### config.mk
export PLATFORM = sky130hd
export DESIGN_NAME = addr_gpio_port
export DESIGN_NICKNAME = d
export VERILOG_FILES = /design/src/rtl/addr_gpio_pkg.sv /design/src/rtl/agp_sync.sv /design/src/rtl/agp_regs.sv /design/src/rtl/agp_pin_ctrl.sv /design/src/rtl/addr_gpio_port.sv
export SDC_FILE = /design/constraint.sdc
export NUM_CORES = 1
export LEC_CHECK = 0
export CAP_MARGIN = 30
export CELL_PAD_IN_SITES_DETAIL_PLACEMENT = 2
export CELL_PAD_IN_SITES_GLOBAL_PLACEMENT = 2
export CORE_ASPECT_RATIO = 1.25
export CORE_MARGIN = 10
export CORE_UTILIZATION = 31
export CTS_BUF_LIST = sky130_fd_sc_hd__clkbuf_4
export DETAILED_ROUTE_END_ITERATION = 16
export GPL_TIMING_DRIVEN = 0
export PLACE_DENSITY_LB_ADDON = 0.1
export SYNTH_ARGS = -nofsm -noshare
export SYNTH_HDL_FRONTEND = slang
export SYNTH_SLANG_ARGS = --single-unit
### constraint.sdc
create_clock -name clk_i -period 1.52 [get_ports clk_i]
set_input_delay 0.304 -clock clk_i [delete_from_list [all_inputs] [get_ports clk_i]]
set_output_delay 0.304 -clock clk_i [all_outputs]
set_load 0.005 [all_outputs]
### src/rtl/addr_gpio_pkg.sv
package addr_gpio_pkg;
  typedef enum logic [1:0] {
    MODE_ADDR_A = 2'd0,
    MODE_ADDR_B = 2'd1,
    MODE_ADDR_SEL = 2'd2,
    MODE_GPIO = 2'd3
  } mode_e;

  typedef enum logic [1:0] {
    SEL_DIR = 2'd0,
    SEL_DAT = 2'd1,
    SEL_PIN = 2'd2,
    SEL_PUL = 2'd3
  } sel_e;

  localparam int unsigned SEL_W = 2;
endpackage

### src/rtl/agp_sync.sv
module agp_sync #(
  parameter int unsigned WIDTH = 8,
  parameter int unsigned STAGES = 2
) (
  input  logic             clk_i,
  input  logic             rst_ni,
  input  logic [WIDTH-1:0] d_i,
  output logic [WIDTH-1:0] q_o
);
  logic [WIDTH-1:0] stage_q [STAGES];

  for (genvar s = 0; s < STAGES; s++) begin : g_stage
    always_ff @(posedge clk_i or negedge rst_ni) begin
      if (!rst_ni) stage_q[s] <= '0;
      else if (s == 0) stage_q[s] <= d_i;
      else stage_q[s] <= stage_q[(s == 0) ? 0 : s-1];
    end
  end

  assign q_o = stage_q[STAGES-1];
endmodule

### src/rtl/agp_regs.sv
module agp_regs
  import addr_gpio_pkg::*;
#(
  parameter int unsigned WIDTH = 8,
  parameter logic [WIDTH-1:0] DIR_RD_VAL = '1
) (
  input  logic             clk_i,
  input  logic             rst_ni,
  input  logic             hw_stby_i,
  input  logic             sw_stby_i,
  input  logic [SEL_W-1:0] sel_i,
  input  logic             we_i,
  input  logic             re_i,
  input  logic [WIDTH-1:0] wdata_i,
  input  logic [WIDTH-1:0] pin_sync_i,
  output logic [WIDTH-1:0] rdata_o,
  output logic [WIDTH-1:0] dir_o,
  output logic [WIDTH-1:0] dat_o,
  output logic [WIDTH-1:0] pul_o
);
  sel_e sel;
  logic wr_ok;

  assign sel   = sel_e'(sel_i);
  assign wr_ok = we_i && !hw_stby_i && !sw_stby_i;

  always_ff @(posedge clk_i or negedge rst_ni) begin
    if (!rst_ni) begin
      dir_o <= '0;
    end else if (hw_stby_i) begin
      dir_o <= '0;
    end else if (wr_ok && sel == SEL_DIR) begin
      dir_o <= wdata_i;
    end
  end

  always_ff @(posedge clk_i or negedge rst_ni) begin
    if (!rst_ni) begin
      dat_o <= '0;
      pul_o <= '0;
    end else if (wr_ok) begin
      if (sel == SEL_DAT) dat_o <= wdata_i;
      if (sel == SEL_PUL) pul_o <= wdata_i;
    end
  end

  always_comb begin
    rdata_o = '0;
    if (re_i) begin
      unique case (sel)
        SEL_DIR: rdata_o = DIR_RD_VAL; // write-only: fixed filler
        SEL_DAT: rdata_o = dat_o;
        SEL_PIN: rdata_o = pin_sync_i;
        SEL_PUL: rdata_o = pul_o;
        default: rdata_o = '0;
      endcase
    end
  end
endmodule

### src/rtl/agp_pin_ctrl.sv
module agp_pin_ctrl
  import addr_gpio_pkg::*;
#(
  parameter int unsigned WIDTH = 8
) (
  input  logic             clk_i,
  input  logic             rst_ni,
  input  mode_e            mode_i,
  input  logic             hw_stby_i,
  input  logic             sw_stby_i,
  input  logic             hold_en_i,
  input  logic [WIDTH-1:0] ext_addr_i,
  input  logic [WIDTH-1:0] dir_i,
  input  logic [WIDTH-1:0] dat_i,
  input  logic [WIDTH-1:0] pul_i,
  output logic [WIDTH-1:0] oe_o,
  output logic [WIDTH-1:0] out_o,
  output logic [WIDTH-1:0] pu_o
);
  logic [WIDTH-1:0] addr_q;
  logic [WIDTH-1:0] addr_src;
  logic             all_addr;

  // Track the live address outside software standby; freeze on entry.
  always_ff @(posedge clk_i or negedge rst_ni) begin
    if (!rst_ni) addr_q <= '0;
    else if (!sw_stby_i) addr_q <= ext_addr_i;
  end

  assign addr_src = sw_stby_i ? addr_q : ext_addr_i;
  assign all_addr = (mode_i == MODE_ADDR_A) || (mode_i == MODE_ADDR_B);

  for (genvar i = 0; i < WIDTH; i++) begin : g_pin
    logic is_addr, is_gpio, drive, src;
    assign is_addr = all_addr || (mode_i == MODE_ADDR_SEL && dir_i[i]);
    assign is_gpio = (mode_i == MODE_GPIO) && dir_i[i];
    assign drive   = !hw_stby_i &&
                     (is_gpio || (is_addr && (!sw_stby_i || hold_en_i)));
    assign src     = is_addr ? addr_src[i] : dat_i[i];
    assign oe_o[i]  = drive;
    assign out_o[i] = drive & src;
    assign pu_o[i]  = !drive & pul_i[i];
  end
endmodule

### src/rtl/addr_gpio_port.sv
module addr_gpio_port
  import addr_gpio_pkg::*;
#(
  parameter int unsigned WIDTH = 8,
  parameter int unsigned SYNC_STAGES = 2
) (
  input  logic             clk_i,
  input  logic             rst_ni,
  input  logic [1:0]       mode_i,
  input  logic             hw_stby_i,
  input  logic             sw_stby_i,
  input  logic             hold_en_i,
  input  logic [1:0]       bus_sel_i,
  input  logic             bus_we_i,
  input  logic             bus_re_i,
  input  logic [WIDTH-1:0] bus_wdata_i,
  output logic [WIDTH-1:0] bus_rdata_o,
  input  logic [WIDTH-1:0] ext_addr_i,
  input  logic [WIDTH-1:0] pin_i,
  output logic [WIDTH-1:0] pin_oe_o,
  output logic [WIDTH-1:0] pin_out_o,
  output logic [WIDTH-1:0] pin_pu_o
);
  logic [WIDTH-1:0] pin_sync, dir, dat, pul;

  agp_sync #(.WIDTH(WIDTH), .STAGES(SYNC_STAGES)) u_sync (
    .clk_i (clk_i),
    .rst_ni(rst_ni),
    .d_i   (pin_i),
    .q_o   (pin_sync)
  );

  agp_regs #(.WIDTH(WIDTH)) u_regs (
    .clk_i     (clk_i),
    .rst_ni    (rst_ni),
    .hw_stby_i (hw_stby_i),
    .sw_stby_i (sw_stby_i),
    .sel_i     (bus_sel_i),
    .we_i      (bus_we_i),
    .re_i      (bus_re_i),
    .wdata_i   (bus_wdata_i),
    .pin_sync_i(pin_sync),
    .rdata_o   (bus_rdata_o),
    .dir_o     (dir),
    .dat_o     (dat),
    .pul_o     (pul)
  );

  agp_pin_ctrl #(.WIDTH(WIDTH)) u_pins (
    .clk_i     (clk_i),
    .rst_ni    (rst_ni),
    .mode_i    (mode_e'(mode_i)),
    .hw_stby_i (hw_stby_i),
    .sw_stby_i (sw_stby_i),
    .hold_en_i (hold_en_i),
    .ext_addr_i(ext_addr_i),
    .dir_i     (dir),
    .dat_i     (dat),
    .pul_i     (pul),
    .oe_o      (pin_oe_o),
    .out_o     (pin_out_o),
    .pu_o      (pin_pu_o)
  );
endmodule

==> reports/qor.yml <==
outcome: "finished, violations left"
violations: "setup timing"
wl_per_cell_um: 19.8
async_flop_share_pct: 100
num_rows: 35
die_h_um: 117
met2_length_um: 4020
clock-root-buffer: "clkbuf_4"
clock-sinks: 48
fmax_mhz: 618
avgSynthCellArea_um2: 11.9
final_cell_area_mm2: 0.00355
ir_worst_vdd_uv: 471
cts_max_path_buffers: 2
finalHoldViolCount: 0
drtIter0Drc: 47
area_growth_pct: 52.4
top_layer_used: "met4"
maxCapViolations: 0
finalWorstSetupSlack_ns: -0.0991
cts_tree: "built"
report.final.slew_viol_count: 0
hold_class: "input port to async pin"
clock_latency_ns: 0.35
cp.required_ns: 1.22
yosysWarningCount: 0
gp_congestion: 0.688
crit_fanout: 4
fin_nets: 328
cp-start-kind: "flop"
finalCritPeriodShare_pct: 107
die_area_mm2: 0.0114
num_vias: 1811
synth_cells: 196
antenna_found_initial: 0
rsz0062_at_grt: "true"
grt_pass1_vias: 2155
ys_seq_elements: 48
final-setup-viol-count: 15
dpl_cell_area_mm2: 0.00312
io_pins: 67
worst_setup_path_end_kind: "output port"
met3_length_um: 352
cts_made_buffers: 5
numPortBuffers: 66
yosysSeqAreaShare_pct: 51.6
finalClockSkew_ns: 0.00697
total_leakage_power_nw: 1.64
start_util_pct: 31.7
die_w_um: 97.5
via_per_inst: 4.72
max_slew.worst_pin.slew_ns: 0.329
drive_gt1_share_pct: 57.9
firstDrtPassIters: 3
grt_start_max_net_pins: 41
grtUsageTotal_pct: 13.4
synth_area_mm2: 0.00233
dp_slack_ns: -1.15
crit_type: "flop to output port"
ys.flop_type: "dfrtp_1"
gr-total-overflow: 0
drt-total-wl_um: 7620
clk_pin_slew_ns: 0.15
syn_nets: 231
grt_pass1_wl_um: 12300
power.density_mw_per_mm2: 889
htreeDepth: 2
synth-edff-count: 0
n_antenna_cell: 0
cp.arrival_ns: 1.32
fin_setup_tns_ns: -0.794
finalCriticalPeriod_ns: 1.62
ant_nets: 0
drc: 0
dp_hpwl_um: 5230
relSlewSlack_pct: 78.1
core-area_mm2: 0.00736
ys_types: 22
drt-met1-wl_um: 3210
-- stage by stage --
stage | hold slack [ns] | power [W] | instances | utilization [%]
final | 0.308 | 0.00316 | 384 | 48.2
after CTS | 0.313 | 0.00313 | 377 | 46.6
after detailed placement | 0.186 | 0.00228 | 355 | 42.4
after floorplan | 0.00841 | 0.00186 | 196 | -
after global routing | 0.309 | 0.00336 | 384 | 48.2
after global placement | 0.333 | 0.00225 | 354 | 42.2
-- kinds of logic (layout without fill, tap and decap cells) --
| group | count (synthesis) | count (layout) | synth area share (%) |
|---|---|---|---|
| AOI/OAI and AO/OA | 41 | 41 | 10.3 |
| buffers and inverters | 19 | 115 | 6.28 |
| and+or+nand+nor | 48 | 48 | 11.7 |
| DFF | 48 | 48 | 51.6 |
| muxes | 40 | 40 | 20.2 |
-- cell type report --
type	instances	area, µm²
flip-flops and latches	48	1200
fillers	780	3810
repair buffers	99	861
inverters	1	3.75
plain buffers	9	105
clock inverters	1	30.0
clock buffers	5	37.5
multi-input cells	129	1190
well taps	92	115
-- path summary, 6_finish.rpt --
kind | cells after the start | slack [ns] | end | start
setup / recovery | 4 | -0.1 | pin_out_o[4] | u_regs.dir_o[4]
hold / removal | 2 | 0.31 | u_pins.addr_q[3] | rst_ni
setup reg to reg | 3 | 0.43 | u_regs.dir_o[0] | u_regs.dir_o[0]
hold reg to reg | 0 | 0.36 | u_sync.q_o[4] | u_sync.stage_q[12]
max in group asynchronous | 3 | 0.71 | u_sync.q_o[5] | rst_ni
min in group clk_i | 0 | 0.36 | u_sync.q_o[4] | u_sync.stage_q[12]
-- routing by layer --
| layer | vias to the layer above | GRT usage [%] |
|---|---|---|
| li1 | 862 | - |
| met1 | 897 | 16.2 |
| met2 | 47 | 23.7 |
| met3 | 5 | 3.52 |
| met4 | 0 | 2.62 |
| met5 | - | 0 |
-- critical path: stages (launching register included) --
cell,delay (ns)
dfrtp_2,0.46
nor2b_4,0.17
o21ai_2,0.05
a21oi_1,0.12
buf_2,0.14
-- power breakdown --
group	internal (W)	leakage [nW]	switching, W
sequential	0.00142	0.584	0.000123
clock	0.000330	0.0371	0.000395
combinational	0.000539	1.02	0.000348
-- synth_stat cells (8+ instances only) --
master	number	area [µm²]
mux2_2	24	270
nand3_1	8	40.0
dfrtp_1	48	1200
and2b_1	9	67.6
o21ai_0	16	80.1
mux2i_1	8	80.1
buf_4	9	67.6
mux2_4	8	120
o21a_1	8	60.1
a21oi_1	16	80.1
nor2_1	17	63.8
nor2b_1	8	50.1
-- sequential cells by signal, indices dropped and copies added, names as in the netlist --
register	count
u_pins.addr_q	8
u_regs.dat_o	8
u_regs.dir_o	8
u_regs.pul_o	8
u_sync.q_o	8
u_sync.stage_q	8
-- layout by cell type (no fill, tap or decap) --
cell             netlist  final
dfrtp_1               48     46
buf_2                  3     27
buf_6                  5     25
clkdlybuf4s50_1        0     25
buf_4                  9     22
mux2_2                24     17
mux2_4                 8     15
nor2_2                 0     12
o21ai_2                0     11
a21oi_1               16      9
and2b_1                9      9
nand3_1                8      8
o21a_1                 8      8
mux2i_1                8      7
a21oi_2                0      7
o21ai_1                0      5
clkbuf_4               0      5
nor2_4                 0      4
buf_12                 0      4
nor2b_4                0      3
nor2b_1                8      3
buf_8                  0      2
nand2b_4               0      2
nor2b_2                0      2
dfrtp_2                0      2
mux2i_2                0      1
and2_4                 0      1
o21bai_4               1      1
inv_2                  0      1
nor2_1                17      1
and4_4                 1      1
nor4b_4                0      1
nand2_2                1      1
bufinv_16              0      1
dlygate4sd3_1          0      1
dlygate4sd2_1          0      1
clkbuf_2               0      1
-- what timing repair did --
item,CTS,global route
gates resized for setup,243,30
cloned,2,0
endpoints found under the hold margin,8,0
endpoints found under the setup margin,37,33
hold buffers,1,0
pin swaps,24,14
setup buffers,22,8
No activity file was read; power rests on OpenSTA's default activity.
